<file path="src/rtl/sync_filt_pkg.sv">
package sync_filt_pkg;
  localparam int unsigned CHAR_W = 10;
  localparam int unsigned TAG_W  = 8;

  typedef enum logic {
    MODE_VIDEO  = 1'b0,
    MODE_PACKET = 1'b1
  } mode_e;

  typedef struct packed {
    logic  vld;
    logic  filt_n;
    mode_e mode;
  } ctl_t;
endpackage

</file>
<file path="src/rtl/sfd_in_stage.sv">
module sfd_in_stage
  import sync_filt_pkg::*;
#(
  parameter int unsigned W = CHAR_W
) (
  input  logic         clk_i,
  input  logic         rst_ni,
  input  logic [W-1:0] char_i,
  input  ctl_t         ctl_i,
  output logic [W-1:0] char_q_o,
  output ctl_t         ctl_q_o
);
  always_ff @(posedge clk_i or negedge rst_ni) begin
    if (!rst_ni) begin
      char_q_o <= '0;
      ctl_q_o  <= '{vld: 1'b0, filt_n: 1'b1, mode: MODE_VIDEO};
    end else begin
      char_q_o <= char_i;
      ctl_q_o  <= ctl_i;
    end
  end
endmodule

</file>
<file path="src/rtl/sfd_classify.sv">
module sfd_classify
  import sync_filt_pkg::*;
#(
  parameter int unsigned W  = CHAR_W,
  parameter int unsigned TW = TAG_W
) (
  input  logic [W-1:0] char_i,
  input  ctl_t         ctl_i,
  output logic [W-1:0] char_o,
  output logic         det_n_o
);
  localparam int unsigned LW = W - TW;

  logic [TW-1:0] tag;
  logic          all_zero, all_one, is_sync, rewrite;

  assign tag      = char_i[W-1 -: TW];
  assign all_zero = ~|tag;
  assign all_one  = &tag;
  assign is_sync  = (all_zero | all_one) && (ctl_i.mode == MODE_VIDEO);
  assign rewrite  = is_sync && !ctl_i.filt_n;
  assign det_n_o  = ~(is_sync && ctl_i.vld);

  assign char_o[W-1 -: TW] = tag;

  // low bits follow the tag value when the filter is on
  for (genvar i = 0; i < LW; i++) begin : g_low
    assign char_o[i] = rewrite ? all_one : char_i[i];
  end
endmodule

</file>
<file path="src/rtl/sfd_out_stage.sv">
module sfd_out_stage #(
  parameter int unsigned W = 10
) (
  input  logic         clk_i,
  input  logic         rst_ni,
  input  logic [W-1:0] char_i,
  input  logic         vld_i,
  input  logic         det_n_i,
  output logic [W-1:0] char_o,
  output logic         vld_o,
  output logic         det_n_o
);
  always_ff @(posedge clk_i or negedge rst_ni) begin
    if (!rst_ni) begin
      char_o  <= '0;
      vld_o   <= 1'b0;
      det_n_o <= 1'b1;
    end else begin
      vld_o   <= vld_i;
      det_n_o <= det_n_i;
      if (vld_i) char_o <= char_i;
    end
  end
endmodule

</file>
<file path="src/rtl/sync_word_filter.sv">
module sync_word_filter
  import sync_filt_pkg::*;
#(
  parameter int unsigned W  = CHAR_W,
  parameter int unsigned TW = TAG_W
) (
  input  logic         clk_i,
  input  logic         rst_ni,
  input  logic [W-1:0] char_i,
  input  logic         char_vld_i,
  input  logic         filt_en_ni,
  input  logic         mode_i,
  output logic [W-1:0] char_o,
  output logic         char_vld_o,
  output logic         sync_det_no
);
  ctl_t         ctl_in, ctl_q;
  logic [W-1:0] char_q, char_fix;
  logic         det_n;

  assign ctl_in = '{vld: char_vld_i, filt_n: filt_en_ni, mode: mode_e'(mode_i)};

  sfd_in_stage #(.W(W)) in_i (
    .clk_i    (clk_i),
    .rst_ni   (rst_ni),
    .char_i   (char_i),
    .ctl_i    (ctl_in),
    .char_q_o (char_q),
    .ctl_q_o  (ctl_q)
  );

  sfd_classify #(.W(W), .TW(TW)) cls_i (
    .char_i  (char_q),
    .ctl_i   (ctl_q),
    .char_o  (char_fix),
    .det_n_o (det_n)
  );

  sfd_out_stage #(.W(W)) out_i (
    .clk_i   (clk_i),
    .rst_ni  (rst_ni),
    .char_i  (char_fix),
    .vld_i   (ctl_q.vld),
    .det_n_i (det_n),
    .char_o  (char_o),
    .vld_o   (char_vld_o),
    .det_n_o (sync_det_no)
  );
endmodule

</file>
<file path="config.mk">
export PLATFORM = sky130hd
export DESIGN_NAME = sync_word_filter
export DESIGN_NICKNAME = d
export VERILOG_FILES = /design/src/rtl/sync_filt_pkg.sv /design/src/rtl/sfd_in_stage.sv /design/src/rtl/sfd_classify.sv /design/src/rtl/sfd_out_stage.sv /design/src/rtl/sync_word_filter.sv
export SDC_FILE = /design/constraint.sdc
export NUM_CORES = 1
export LEC_CHECK = 0
export ABC_AREA = 1
export CAP_MARGIN = 5
export CORE_MARGIN = 8
export CORE_UTILIZATION = 43
export DETAILED_ROUTE_END_ITERATION = 7
export PLACE_DENSITY_LB_ADDON = 0.25
export SYNTH_ARGS = -nofsm -noshare
export SYNTH_HDL_FRONTEND = slang
export SYNTH_SLANG_ARGS = --single-unit
</file>
<file path="constraint.sdc">
create_clock -name clk_i -period 1.3 [get_ports clk_i]
set_clock_uncertainty 0.15 [all_clocks]
set_input_delay 0.26 -clock clk_i [delete_from_list [all_inputs] [get_ports clk_i]]
set_output_delay 0.26 -clock clk_i [all_outputs]
set_load 0.02 [all_outputs]
</file>
==> results of run 1 <==
stage by stage:
stage                     power [mW]  TNS [ps]  area, um2
after CTS                       1.39      -114       1180
after global placement          1.09      -589       1190
after floorplan                0.949         0        856
after global routing            1.50      -470       1260
after detailed placement        1.10      -685       1190
final                           1.42     -84.8       1260
per-layer routing:
layer	global-route usage	wire, um
met1	0.102	645
met2	0.137	657
met3	0.0424	79
met4	0.0498	30
met5	0	0
power groups by stage:
stage	combinational (mW)	clock, mW	sequential [mW]
2_1_floorplan	0.0441	0	0.905
3_3_place_gp	0.222	0	0.869
3_5_place_dp	0.225	0	0.871
4_1_cts	0.202	0.332	0.854
5_1_grt	0.264	0.370	0.863
6_report	0.240	0.322	0.858
placed cells by master, fill, tap and decap left out, types with 2 or more instances in the layout:
cell	count
clkbuf_4	3
buf_2	3
buf_6	9
nor2_1	6
nand2_1	41
inv_1	3
buf_4	10
clkdlybuf4s50_1	14
dfrtp_1	23
dfstp_2	2
cells by family after synthesis:
family                 share of synthesized area
flip-flops                                 0.734
buffers and inverters                     0.0307
AND/OR/NAND/NOR                            0.225
AO/OA/AOI/OAI                             0.0102
cell type report:
cell class                      instances  area [um2]
Fill cell                             154         661
Sequential cell                        25         628
Timing Repair Buffer                   37         352
Tap cell                               27        33.8
Clock buffer                            4        26.3
Inverter                                4        15.0
Multi-Input combinational cell         51         206
timing repair:
| action | 4_1_cts | 5_1_grt |
|---|---|---|
| pin swaps | 1 | 1 |
| setup buffers | 2 | 4 |
| endpoints found under the setup margin | 14 | 12 |
| gates resized for setup | 50 | 17 |
how the worst max path moves through the flow:
| stage | slack (ps) | endpoint | start | depth (start not counted) |
|---|---|---|---|---|
| 3_5_place_dp | -200 | sync_det_no | out_i.det_n_o$_DFF_PN1_ | 1 |
| 3_3_place_gp | -200 | sync_det_no | out_i.det_n_o$_DFF_PN1_ | 1 |
| 6_report | -70 | sync_det_no | out_i.det_n_o$_DFF_PN1_ | 1 |
| 4_1_cts | -80 | sync_det_no | out_i.det_n_o$_DFF_PN1_ | 1 |
| 5_1_grt | -170 | out_i.char_o[0]$_DFFE_PN0P_ | in_i.char_q_o[7]$_DFF_PN0_ | 8 |
| 2_1_floorplan | 80 | out_i.char_o[0]$_DFFE_PN0P_ | in_i.char_q_o[3]$_DFF_PN0_ | 8 |
registers in the layout (all words and copies together) (netlist names):
register       flops
in_i.char_q_o     10
out_i.char_o      10
in_i.ctl_q_o       3
out_i.det_n_o      1
out_i.vld_o        1
==> impl_results.md, run 1 <==
- CTS tree: built
- Worst Setup Start Kind: flop
- Predominant post-synthesis flop cell: dfrtp_1
- Row Count: 16
- RSZ-0062 raised after global routing: true
- Slowest stage delay, CP: about 540 ps
- Yosys reg bits: 25
- Slew Limit Fails: 0
- Syn_nets: 96
- Grt ovf: 0
- Largest net degree at the start of global routing: 26
- Psw: approximately 0.34 mW
- Critical R2R Launch: in_i.char_q_o[9]$_DFF_PN0_
- F_max: between 700 and 800 MHz
- Htree depth: 1
- Gr usage total: 0.0900
- CP max FO: 1
- Slew HR: 0.824
- Share of layout cells above drive strength 1: 0.248
- Port bufs: 26
- Remaining DRCs: 0
- Final ANT Viol Nets: 0
- Max-cap violations: 0
- Setup CP Type: reg2out
- Hold buffer count at cts: 0
- Lkg Pwr: around 0.64 nW
- Synth area leaders: dfrtp_1, nand2_1, dfstp_2
- Top cell type's share of synthesized area: 0.673
- First-pass GRT wire length: around 2.5 mm
- Combinational power share: 0.169
- Mapped cell area: 856 um2
- Hold slack: approximately 130 ps
- DR vias: slightly above 600
- Final core utilization: 0.656
- Crit share post-route: 1.05
- Worst EP arrival: 960 ps
- Wire length after detailed routing: between 1 and 1.5 mm
- Clock sinks: 25
- CP required: between 800 and 900 ps
- Routed WL per cell: between 9 and 10 um
- Most common cell in the netlist: nand2_1
- I/O pin total: 27
- Tightest Pin Transition: between 200 and 300 ps
- Internal Power: 1.08 mW
- CP max stage cell: dfstp_2
- Worst path top cell family by delay: flip-flops
- Status: complete, but fails checks
- Chip width: ~61 um
- Setup crit end kind: primary output
- Power Dens Cells: approximately 1100 nW/um2
- Initial antenna violation count: 0
- Post-synth EDFFs: 0
- Ant diodes: 0
- Commonest cells post-synth: nand2_1, dfrtp_1, nor2_1
- Critical path, cell by cell: buf_6
- Die Area: between 3000 and 4000 um2
- Switch share: 0.238
- Asr flop ratio synth: 1.00
- Sequential fraction of the synthesis area: 0.734
- DP Wirelength: ~1.1 mm
- Mean number of vias per cell: roughly 4.2
- Final Net Count: ~140
- Count of different cell masters after synthesis: 10
- Non-Filler Instances: 148
- Avg Inst Size Synth: ~11 um2
- Reg power frac: 0.605
- CTS buffer count: 3
- Cells on worst reg2reg path: 8
- Setup ws final: -68.4 ps
- Total core area: about 1900 um2
- Initial drt markers: 8
- Fin crit period: roughly 1400 ps
- Height of the die: 60.6 um
- Hold crit path type: in2async
- Initial Utilization: 0.445
- Final Hold Viols: 0
- Worst-skew pair later-pin latency: a little over 300 ps
- P&R area growth vs syn: 47.4%
- R2r endpoint: out_i.char_o[1]$_DFFE_PN0P_
- Ys Warns: 0
- Vias in the first global route: just under 600
- CP Buf/Inv Count: 1
- Failing checks: setup timing
- Clock buffer depth: 2
- CTS root buf: clkbuf_4
- Post-Place Setup Slack: -197 ps
- Clk pwr share: 0.227
- Final Wtd Congestion: between 0.7 and 0.8
- Synth area leader: dfrtp_1
- R2R Setup Slk: -10 ps
- Placed cell count: 138
- Peak supply drop: around 850 uV
- Cells after Synth: slightly above 80
- First-pass DRT Iterations: 4
- Finish-stage setup viols: 3
- Clock transition at the registers of the reported paths: 120 ps
No activity file was read; power rests on OpenSTA's default activity.
==> inputs of run 2 (changes only) <==
SLEW_MARGIN = 15   (was not set)
==> results of run 2 <==
No change in the layout: final DEF, timing and power equal those of run 1.
==> inputs of run 3 (changes only) <==
CORE_MARGIN = 3   (was 8)
SLEW_MARGIN = 20   (was 15)
==> impl_results.md, run 3 (synthesis gave the netlist of run 1 again) <==
- Commonest cells after routing, fill and taps aside: nand2_1, dfrtp_1, clkdlybuf4s50_1 (unchanged)
- F_max: 730 MHz (was 731 MHz)
- Mean number of vias per cell: 4.24 (was 4.19)
- Worst EP arrival: 960 ps (about the same)
- Die Area: 2560 um2 (was 3670 um2)
- Final Hold Viols: 0 (unchanged)
- DR vias: 624 (was 620)
- Fin crit period: 1370 ps (about the same)
- Initial drt markers: 5 (was 8)
- Worst Setup Start Kind: flop (unchanged)
- Worst setup path startpoint: out_i.det_n_o$_DFF_PN1_ (unchanged)
- Remaining DRCs: 0 (unchanged)
- CTS buffer count: 3 (unchanged)
- Critical path, cell by cell: buf_6 (unchanged)
- Wire length after detailed routing: 1.39 mm (was 1.41 mm)
- Row Count: 15 (was 16)
- Htree depth: 1 (unchanged)
- Post-Place Setup Slack: -190 ps (was -197 ps)
- Worst path top cell family by delay: flip-flops (unchanged)
- Clock sinks: 25 (unchanged)
- CP required: 890 ps (about the same)
- Slowest stage delay, CP: 550 ps (was 540 ps)
- Slew Limit Fails: 0 (unchanged)
- CTS tree: built (unchanged)
- Hold crit path type: in2async (unchanged)
- Largest net degree at the start of global routing: 26 (unchanged)
- Initial antenna violation count: 0 (unchanged)
- Height of the die: 50.6 um (was 60.6 um)
- Placed cell count: 137 (was 138)
- Initial Utilization: 0.475 (was 0.445)
- Final ANT Viol Nets: 0 (unchanged)
- Failing checks: setup timing (unchanged)
- Setup crit end kind: primary output (unchanged)
- Port bufs: 26 (unchanged)
- Slew HR: 0.830 (was 0.824)
- First-pass DRT Iterations: 4 (unchanged)
- Setup CP Type: reg2out (unchanged)
- Post-route cell area: 1260 um2 (unchanged)
- Final Net Count: 138 (was 137)
- Non-Filler Instances: 147 (was 148)
- Setup ws final: -69.2 ps (was -68.4 ps)
- Share of layout cells above drive strength 1: 0.262 (was 0.248)
- Worst-skew pair later-pin latency: 310 ps (about the same)
- Chip width: 50.6 um (was 60.6 um)
- I/O pin total: 27 (unchanged)
- Vias in the first global route: 534 (was 593)
- CP Buf/Inv Count: 1 (unchanged)
- DP Wirelength: 984 um (was 1.09 mm)
- CTS root buf: clkbuf_4 (unchanged)
- Clock transition at the registers of the reported paths: 120 ps (about the same)
- Ant diodes: 0 (unchanged)
- Grt ovf: 0 (unchanged)
- First-pass GRT wire length: 2.24 mm (was 2.46 mm)
- Clock buffer depth: 2 (unchanged)
- Status: complete, but fails checks (unchanged)
- Final core utilization: 0.700 (was 0.656)
- RSZ-0062 raised after global routing: true (unchanged)
- Routed WL per cell: 9.43 um (was 9.55 um)
- CP max stage cell: dfstp_2 (unchanged)
- Tightest Pin Transition: 254 ps (was 263 ps)
- Crit share post-route: 1.05 (about the same)
- Regs by FF count: in_i.char_q_o: 10 flops, out_i.char_o: 10 flops, in_i.ctl_q_o: 3 flops (unchanged)
- Total core area: 1800 um2 (was 1920 um2)
- Final Wtd Congestion: 0.692 (was 0.717)
- Finish-stage setup viols: 3 (unchanged)
- Hold buffer count at cts: 0 (unchanged)
- Dpl cell area: 1190 um2 (about the same)
- Critical R2R Launch: in_i.char_q_o[3]$_DFF_PN0_ (was in_i.char_q_o[9]$_DFF_PN0_)
- Power Dens Cells: 1130 nW/um2 (was 1120 nW/um2)
- Lkg Pwr: 0.646 nW (was 0.640 nW)
- Commonest non-fill, non-tap cell in the layout: nand2_1 (unchanged)
- CP max FO: 1 (unchanged)
- P&R area growth vs syn: 47.4% (unchanged)
- Fill cell count: 137 (was 154)
- Gr usage total: 0.120 (was 0.0900)
- Max-cap violations: 0 (unchanged)
- Peak supply drop: 833 uV (was 854 uV)
-- run 3: cell types whose count changed in the layout (fill, tap and decap cells not counted), sizes merged --
cell,before,now
buf,23,24
clkbuf,4,3
clkinv,1,2
-- run 3: final cells by class --
class | count | area [um2] | share of cell area
clock buffers | 3 | 22.5 | 0.0179
repair buffers | 38 | 353 | 0.280
clock inverters | 1 | 5.00 | 0.00397
well taps | 25 | 31.3 | 0.0248
inverters | 4 | 15.0 | 0.0119
flip-flops and latches | 25 | 628 | 0.498
multi-input cells | 51 | 206 | 0.164
-- run 3: stage by stage --
step           total power [mW]  hold slack (ps)  TNS (ps)
2_1_floorplan             0.949             -186         0
3_3_place_gp               1.09              303      -506
3_5_place_dp               1.10              309      -588
4_1_cts                    1.39              130      -116
5_1_grt                    1.49              130      -510
6_report                   1.42              131      -165
-- run 3: worst paths after layout --
| kind | end | slack [ps] | depth (start not counted) |
|---|---|---|---|
| worst min-delay path | in_i.char_q_o[8]$_DFF_PN0_ | 130 | 2 |
| worst max-delay path | sync_det_no | -70 | 1 |
| worst min register to register | out_i.char_o[6]$_DFFE_PN0P_ | 330 | 2 |
| max in group asynchronous | out_i.det_n_o$_DFF_PN1_ | 650 | 2 |
| min in group clk_i | in_i.ctl_q_o[1]$_DFF_PN1_ | 190 | 1 |
| worst max register to register | out_i.char_o[0]$_DFFE_PN0P_ | -60 | 8 |
-- run 3: metal layers --
layer | global-route usage | wire (um) | vias to the layer above
met4 | 0.0538 | 15 | 0
met3 | 0.0356 | 83 | 2
met2 | 0.198 | 684 | 19
met5 | 0 | 0 | -
li1 | - | - | 329
met1 | 0.143 | 603 | 274
-- run 3: report_power, final --
part           internal, mW  switching [mW]  leakage (nW)  total [mW]
Combinational         0.135           0.107         0.334       0.242
Sequential            0.828          0.0292         0.294       0.858
Clock                 0.115           0.210        0.0177       0.325
Total                  1.08           0.346         0.646        1.42
-- run 3: repair_timing --
item,CTS,global route
pin swaps,1,2
hold endpoints to repair,0,0
resized for setup,50,15
setup endpoints to repair,14,11
buffers inserted,1,5
